$ cat config.mk
export PLATFORM = sky130hd
export DESIGN_NAME = i2c_byte_master
export DESIGN_NICKNAME = d
export VERILOG_FILES = /design/src/rtl/i2c_bm_pkg.sv /design/src/rtl/i2c_bm_shifter.sv /design/src/rtl/i2c_bm_seq.sv /design/src/rtl/i2c_byte_master.sv
export SDC_FILE = /design/constraint.sdc
export NUM_CORES = 1
export LEC_CHECK = 0
export BUFFER_PORTS_ARGS = -buffer_cell sky130_fd_sc_hd__buf_2
export CAP_MARGIN = 20
export CORE_MARGIN = 2
export CORE_UTILIZATION = 60
export DETAILED_ROUTE_END_ITERATION = 16
export PLACE_DENSITY = 0.92
export SYNTH_ARGS = -nofsm -noshare
export SYNTH_HDL_FRONTEND = slang
export SYNTH_SLANG_ARGS = --single-unit
$ cat constraint.sdc
create_clock -name clk -period 5.15 [get_ports clk]
set_input_delay 0.2575 -clock clk [delete_from_list [all_inputs] [get_ports clk]]
set_output_delay 0.2575 -clock clk [all_outputs]
set_load 0.05 [all_outputs]
$ cat src/rtl/i2c_bm_pkg.sv
package i2c_bm_pkg;

    typedef enum logic [2:0] {
        ST_IDLE,
        ST_START,
        ST_HOLD,
        ST_LOW,
        ST_HIGH,
        ST_STOP_LO,
        ST_STOP_HI
    } bm_state_e;

endpackage

$ cat src/rtl/i2c_bm_shifter.sv
module i2c_bm_shifter #(
    parameter int W = 8
) (
    input  logic         clk,
    input  logic         rst_n,
    input  logic         load,
    input  logic [W-1:0] load_val,
    input  logic         shift,
    input  logic         sin,
    output logic         msb,
    output logic [W-1:0] data,
    output logic         last
);
    localparam int CW = $clog2(W + 1);

    typedef struct packed {
        logic [W-1:0]  sh;
        logic [CW-1:0] cnt;
    } shf_t;

    shf_t shf_q, shf_d;

    always_comb begin
        shf_d = shf_q;
        if (load) begin
            shf_d.sh  = load_val;
            shf_d.cnt = '0;
        end else if (shift) begin
            shf_d.sh  = {shf_q.sh[W-2:0], sin};
            shf_d.cnt = shf_q.cnt + CW'(1);
        end
    end

    always_ff @(posedge clk or negedge rst_n) begin
        if (!rst_n) shf_q <= '0;
        else        shf_q <= shf_d;
    end

    assign msb  = shf_q.sh[W-1];
    assign data = shf_q.sh;
    assign last = (shf_q.cnt == CW'(W));

endmodule

$ cat src/rtl/i2c_bm_seq.sv
module i2c_bm_seq
    import i2c_bm_pkg::*;
#(
    parameter int ADDR_W = 7,
    parameter int DATA_W = 8
) (
    input  logic              clk,
    input  logic              rst_n,
    input  logic              tick,
    input  logic              cmd_valid,
    output logic              cmd_ready,
    input  logic              cmd_rd,
    input  logic [ADDR_W-1:0] cmd_addr,
    input  logic [DATA_W-1:0] cmd_wdata,
    input  logic              sda_s,
    input  logic              sh_msb,
    input  logic [DATA_W-1:0] sh_data,
    input  logic              sh_last,
    output logic              sh_load,
    output logic [DATA_W-1:0] sh_val,
    output logic              sh_shift,
    output logic              scl_o,
    output logic              sda_o,
    output logic              res_valid,
    output logic              res_ok,
    output logic [DATA_W-1:0] res_data
);
    typedef struct packed {
        bm_state_e         st;
        logic              rd;
        logic [DATA_W-1:0] wdata;
        logic              second;
        logic              drive;
        logic              fail;
        logic              scl;
        logic              sda;
        logic              res_valid;
        logic              res_ok;
        logic [DATA_W-1:0] res_data;
    } seq_t;

    seq_t seq_q, seq_d;
    logic acked;

    always_comb begin
        seq_d           = seq_q;
        seq_d.res_valid = 1'b0;
        sh_load         = 1'b0;
        sh_val          = '0;
        sh_shift        = 1'b0;
        acked           = ~sda_s;
        cmd_ready       = (seq_q.st == ST_IDLE);

        unique case (seq_q.st)
            ST_IDLE: begin
                seq_d.scl = 1'b1;
                seq_d.sda = 1'b1;
                if (cmd_valid) begin
                    seq_d.st     = ST_START;
                    seq_d.rd     = cmd_rd;
                    seq_d.wdata  = cmd_wdata;
                    seq_d.second = 1'b0;
                    seq_d.drive  = 1'b1;
                    seq_d.fail   = 1'b0;
                    sh_load      = 1'b1;
                    sh_val       = DATA_W'({cmd_addr, cmd_rd});
                end
            end
            ST_START: begin
                if (tick) begin
                    seq_d.sda = 1'b0;
                    seq_d.st  = ST_HOLD;
                end
            end
            ST_HOLD: begin
                if (tick) begin
                    seq_d.scl = 1'b0;
                    seq_d.st  = ST_LOW;
                end
            end
            ST_LOW: begin
                // data or release lands one cycle after SCL fell
                seq_d.sda = (seq_q.drive && !sh_last) ? sh_msb : 1'b1;
                if (tick) begin
                    seq_d.scl = 1'b1;
                    seq_d.st  = ST_HIGH;
                end
            end
            ST_HIGH: begin
                if (tick) begin
                    seq_d.scl = 1'b0;
                    seq_d.st  = ST_LOW;
                    if (!sh_last) begin
                        sh_shift = 1'b1;
                    end else if (!seq_q.second) begin
                        if (!acked) begin
                            seq_d.fail = 1'b1;
                            seq_d.st   = ST_STOP_LO;
                        end else begin
                            seq_d.second = 1'b1;
                            seq_d.drive  = ~seq_q.rd;
                            sh_load      = 1'b1;
                            sh_val       = seq_q.rd ? '0 : seq_q.wdata;
                        end
                    end else begin
                        if (!seq_q.rd && !acked) seq_d.fail = 1'b1;
                        seq_d.st = ST_STOP_LO;
                    end
                end
            end
            ST_STOP_LO: begin
                seq_d.sda = 1'b0;
                if (tick) begin
                    seq_d.scl = 1'b1;
                    seq_d.st  = ST_STOP_HI;
                end
            end
            ST_STOP_HI: begin
                if (tick) begin
                    seq_d.sda       = 1'b1;
                    seq_d.st        = ST_IDLE;
                    seq_d.res_valid = 1'b1;
                    seq_d.res_ok    = ~seq_q.fail;
                    seq_d.res_data  = (!seq_q.fail && seq_q.rd) ? sh_data : '0;
                end
            end
            default: seq_d.st = ST_IDLE;
        endcase
    end

    always_ff @(posedge clk or negedge rst_n) begin
        if (!rst_n) begin
            seq_q     <= '0;
            seq_q.st  <= ST_IDLE;
            seq_q.scl <= 1'b1;
            seq_q.sda <= 1'b1;
        end else begin
            seq_q <= seq_d;
        end
    end

    assign scl_o     = seq_q.scl;
    assign sda_o     = seq_q.sda;
    assign res_valid = seq_q.res_valid;
    assign res_ok    = seq_q.res_ok;
    assign res_data  = seq_q.res_data;

endmodule

$ cat src/rtl/i2c_byte_master.sv
module i2c_byte_master #(
    parameter int ADDR_W      = 7,
    parameter int DATA_W      = 8,
    parameter int SYNC_STAGES = 2
) (
    input  logic              clk,
    input  logic              rst_n,
    input  logic              tick,
    input  logic              cmd_valid,
    output logic              cmd_ready,
    input  logic              cmd_rd,
    input  logic [ADDR_W-1:0] cmd_addr,
    input  logic [DATA_W-1:0] cmd_wdata,
    output logic              res_valid,
    output logic              res_ok,
    output logic [DATA_W-1:0] res_data,
    input  logic              sda_i,
    output logic              scl_o,
    output logic              sda_o
);
    logic              sda_s;
    logic              sh_msb;
    logic [DATA_W-1:0] sh_data;
    logic              sh_last;
    logic              sh_load;
    logic [DATA_W-1:0] sh_val;
    logic              sh_shift;

    generate
        if (SYNC_STAGES == 0) begin : g_nosync
            assign sda_s = sda_i;
        end else begin : g_sync
            logic [SYNC_STAGES-1:0] sync_q, sync_d;
            always_comb begin
                sync_d = {sync_q[SYNC_STAGES-1:0], sda_i} >> 0;
                sync_d = SYNC_STAGES'({sync_q, sda_i});
            end
            always_ff @(posedge clk or negedge rst_n) begin
                if (!rst_n) sync_q <= '1;
                else        sync_q <= sync_d;
            end
            assign sda_s = sync_q[SYNC_STAGES-1];
        end
    endgenerate

    i2c_bm_shifter #(.W(DATA_W)) u_shf (
        .clk      (clk),
        .rst_n    (rst_n),
        .load     (sh_load),
        .load_val (sh_val),
        .shift    (sh_shift),
        .sin      (sda_s),
        .msb      (sh_msb),
        .data     (sh_data),
        .last     (sh_last)
    );

    i2c_bm_seq #(.ADDR_W(ADDR_W), .DATA_W(DATA_W)) u_seq (
        .clk       (clk),
        .rst_n     (rst_n),
        .tick      (tick),
        .cmd_valid (cmd_valid),
        .cmd_ready (cmd_ready),
        .cmd_rd    (cmd_rd),
        .cmd_addr  (cmd_addr),
        .cmd_wdata (cmd_wdata),
        .sda_s     (sda_s),
        .sh_msb    (sh_msb),
        .sh_data   (sh_data),
        .sh_last   (sh_last),
        .sh_load   (sh_load),
        .sh_val    (sh_val),
        .sh_shift  (sh_shift),
        .scl_o     (scl_o),
        .sda_o     (sda_o),
        .res_valid (res_valid),
        .res_ok    (res_ok),
        .res_data  (res_data)
    );

endmodule

==> reports/qor.csv <==
stage,metric,value,unit
status,result of the run,completed,
place,HPWL after DPL,2.91,mm
sta,endpoints failing hold,0,
setup_path,CP endpoint kind,flop,
clock_tree,Num CTS Buffers,5,
worst_hold_path,Hold Path Class,input pin to flop,
flow_run,MaxCap Viol Count,0,
sta,setup repair after global routing missed its margin,false,
setup_path,Setup crit start kind,flop,
sta,final worst clock skew,0.0142,ns
sta,Final Slew Violations,0,
power_and_ir_drop,static leakage power,0.00110,µW
sta,worst relative slew slack,30.1,%
route,DRC violation count after routing,0,
route,vias post-DR,1616,
logic_synthesis,biggest area consumer among synthesized cells,sky130_fd_sc_hd__dfrtp_1,
floorplanning,effective utilization at floorplan,63.3,%
logic_synthesis,number of nets produced by synthesis,244,
sta,count of final setup violators,0,
clock_tree,clk slew on worst S/H paths,0.13,ns
setup_path,type of the worst setup path,flop to flop,
route,violation count after the first detailed-route iteration,68,
floorplanning,number of standard-cell rows in the floorplan,21,
logic_synthesis,synthesized instance count,221,
logic_synthesis,fraction of registers with async set or reset after synthesis,100,%
sta,maximum operating frequency,426,MHz
global_route,residual overflow from global routing,0,
logic_synthesis,number of warnings issued by yosys,0,
clock_tree,root buffer cell,sky130_fd_sc_hd__clkbuf_4,
floorplanning,width of the die,63.8,µm
sta,hold slack final,0.0611,ns
route,DRT Wirelength,4.14,mm
final_layout,final net count,263,
final_layout,signed area change from the synthesized netlist to the final layout,8.45,%
clock_tree,post-CTS setup repair buffer count,0,
global_route,overall track demand over capacity in global routing,22.6,%
final_layout,proportion of layout cells with a drive suffix above 1,27.8,%
clock_tree,CTS resizes,0,
floorplanning,Die ar.,4070,µm²
final_layout,"commonest non-fill, non-tap cell in the layout",sky130_fd_sc_hd__nand2_1,
global_route,number of global-route vias before repair,1587,
logic_synthesis,synthesized area per cell,9.71,µm²
sta,Worst Max-Slew Pin Slew,1.04,ns
sta,final period utilization,45.5,%
setup_path,critical path data required time,5.38,ns
power_and_ir_drop,power density relative to cell area,572,nW/µm²
global_route,global-route wire length before repair,7.07,mm
power_and_ir_drop,VDD IR-drop max,333,µV
logic_synthesis,share of synthesized area occupied by flip-flops and latches,48.0,%
clock_tree,number of levels in the clock H-tree,2,
final_layout,Antenna Diode Count,0,
setup_path,critical path arrival,2.57,ns
floorplanning,total core area,3390,µm²
logic_synthesis,area share of the leading cell type in the synthesized netlist,43.1,%
global_route,number of antenna violations at the first check in global routing,0,
logic_synthesis,number of enable flip-flop cells after synthesis,0,
route,first-pass iteration count of the detailed router,4,
sta,shortest clock period the worst path allows after layout,2.35,ns
route,vias per inst,5.63,
clock_tree,clock tree from TritonCTS,yes,
floorplanning,Die Height,63.8,µm
place,routability-driven placement congestion ratio,0.813,
clock_tree,clock latency reported for the late side of the worst-skew pair,0.37,ns
route,average routed wire per standard cell,14.4,µm
global_route,largest net degree at the start of global routing,42,
final_layout,"commonest cells after routing, fill and taps aside","sky130_fd_sc_hd__nand2_1 (58), sky130_fd_sc_hd__dfrtp_1 (37), sky130_fd_sc_hd__buf_2 (33)",
route,post-route ant nets,0,
clock_tree,deepest clock path buffer count,2,
clock_tree,Clock Sinks,41,
logic_synthesis,Syn Std Cell Area,2150,µm²
sta,Total Neg Setup Slack,0,ns
place,number of buffers added on ports,33,
logic_synthesis,post-synthesis register bit count,41,
logic_synthesis,ranking of synthesized cells by area,"sky130_fd_sc_hd__dfrtp_1 (43%), sky130_fd_sc_hd__nand2_1 (10%), sky130_fd_sc_hd__a221oi_2 (5.6%)",
final_layout,Filler Cell Count,261,
logic_synthesis,number of distinct library cell variants in the gate-level netlist after synthesis,49,
floorplanning,Boundary Pins,34,
setup_path,CP max FO,19,
logic_synthesis,"Primary FF master, synth",sky130_fd_sc_hd__dfrtp_1,
[layout make-up]
cell class / count / area [µm²] / share of cell area (%)
sequential: 41 / 1030 / 44.3
multi-input combinational: 151 / 947 / 40.7
timing repair buffer: 35 / 185 / 7.96
tap: 46 / 57.6 / 2.47
clock inverter: 3 / 46.3 / 1.99
clock buffer: 5 / 37.5 / 1.61
inverter: 6 / 22.5 / 0.968
[power by group]
group / leakage (µW) / switching, µW / internal, µW / total [µW]
registers: 0.000508 / 133 / 447 / 580
clock network: 0.0000414 / 114 / 103 / 216
logic: 0.000551 / 345 / 191 / 536
[per-layer routing]
layer | track usage (%) | share of wire [%] | up-vias | wire [µm]
met5 | 0 | 0 | - | 0
met2 | 35.4 | 49 | 50 | 2010
met4 | 11.1 | 2.1 | 0 | 86
li1 | - | - | 792 | -
met3 | 5.28 | 4.9 | 9 | 204
met1 | 29.7 | 44 | 765 | 1830
[state kept, by name, indices dropped and copies added (netlist names)]
register / cells
u_seq.seq_q: 15
u_seq.res_data: 8
u_shf.data: 8
u_shf.shf_q: 4
g_sync.sync_q: 2
u_seq.res_ok: 1
u_seq.res_valid: 1
u_seq.scl_o: 1
u_seq.sda_o: 1
[logic make-up after synthesis]
logic type      count (synthesis)  share of synthesized area (%)
simple gates                   97                           20.1
flops                          41                           48.0
fa+ha+maj                       3                           1.63
buf+inv                        29                           7.81
compound gates                 45                           19.5
mux                             3                           1.63
xor+xnor                        3                           1.22
[critical path, stage by stage, from the launching register on]
cell,delay (ns)
sky130_fd_sc_hd__dfrtp_1,0.60
sky130_fd_sc_hd__nor4b_4,0.97
sky130_fd_sc_hd__a31oi_4,0.18
sky130_fd_sc_hd__a221oi_2,0.38
sky130_fd_sc_hd__a211oi_2,0.06
[synthesized netlist by cell type (all sizes together) (2+ instances only)]
master	count
inv	6
nand3	3
a211oi	8
a31oi	2
dfrtp	37
nand2	58
mux2i	2
ha	2
nor2b	3
nor3	2
nor2	21
a221oi	8
buf	18
dfstp	4
o21ai	16
nand4	2
xor2	2
clkbuf	5
[timing repair]
action                                 in CTS  in global routing
hold buffers                                2                  0
endpoints found under the hold margin      10                  0
setup endpoints to repair                   0                  0
[final timing paths]
kind	from	endpoint	slack, ns	cells past startpoint
worst max-delay path	u_seq.seq_q[24]	u_shf.data[6]	2.80	4
worst min-delay path	cmd_wdata[6]	u_seq.seq_q[21]	0.06	3
worst max register to register	u_seq.seq_q[24]	u_shf.data[6]	2.80	4
worst min register to register	g_sync.sync_q[0]	g_sync.sync_q[1]	0.37	0
max in group asynchronous	rst_n	u_shf.shf_q[3]	4.06	2
min in group asynchronous	rst_n	u_seq.seq_q[24]	0.54	2
[through the flow]
stage	total power [µW]	std cells	utilization, %	worst slack (ns)	area [µm²]
final	1330	287	68.7	2.80	2330
after global routing	1420	287	68.7	2.62	2330
after CTS	1340	287	68.7	2.78	2330
after detailed placement	1120	277	65.6	2.84	2220
after global placement	1090	277	65.6	2.93	2220
after floorplan	1050	221	-	2.63	2150
Power figures use the tool's default switching activity.
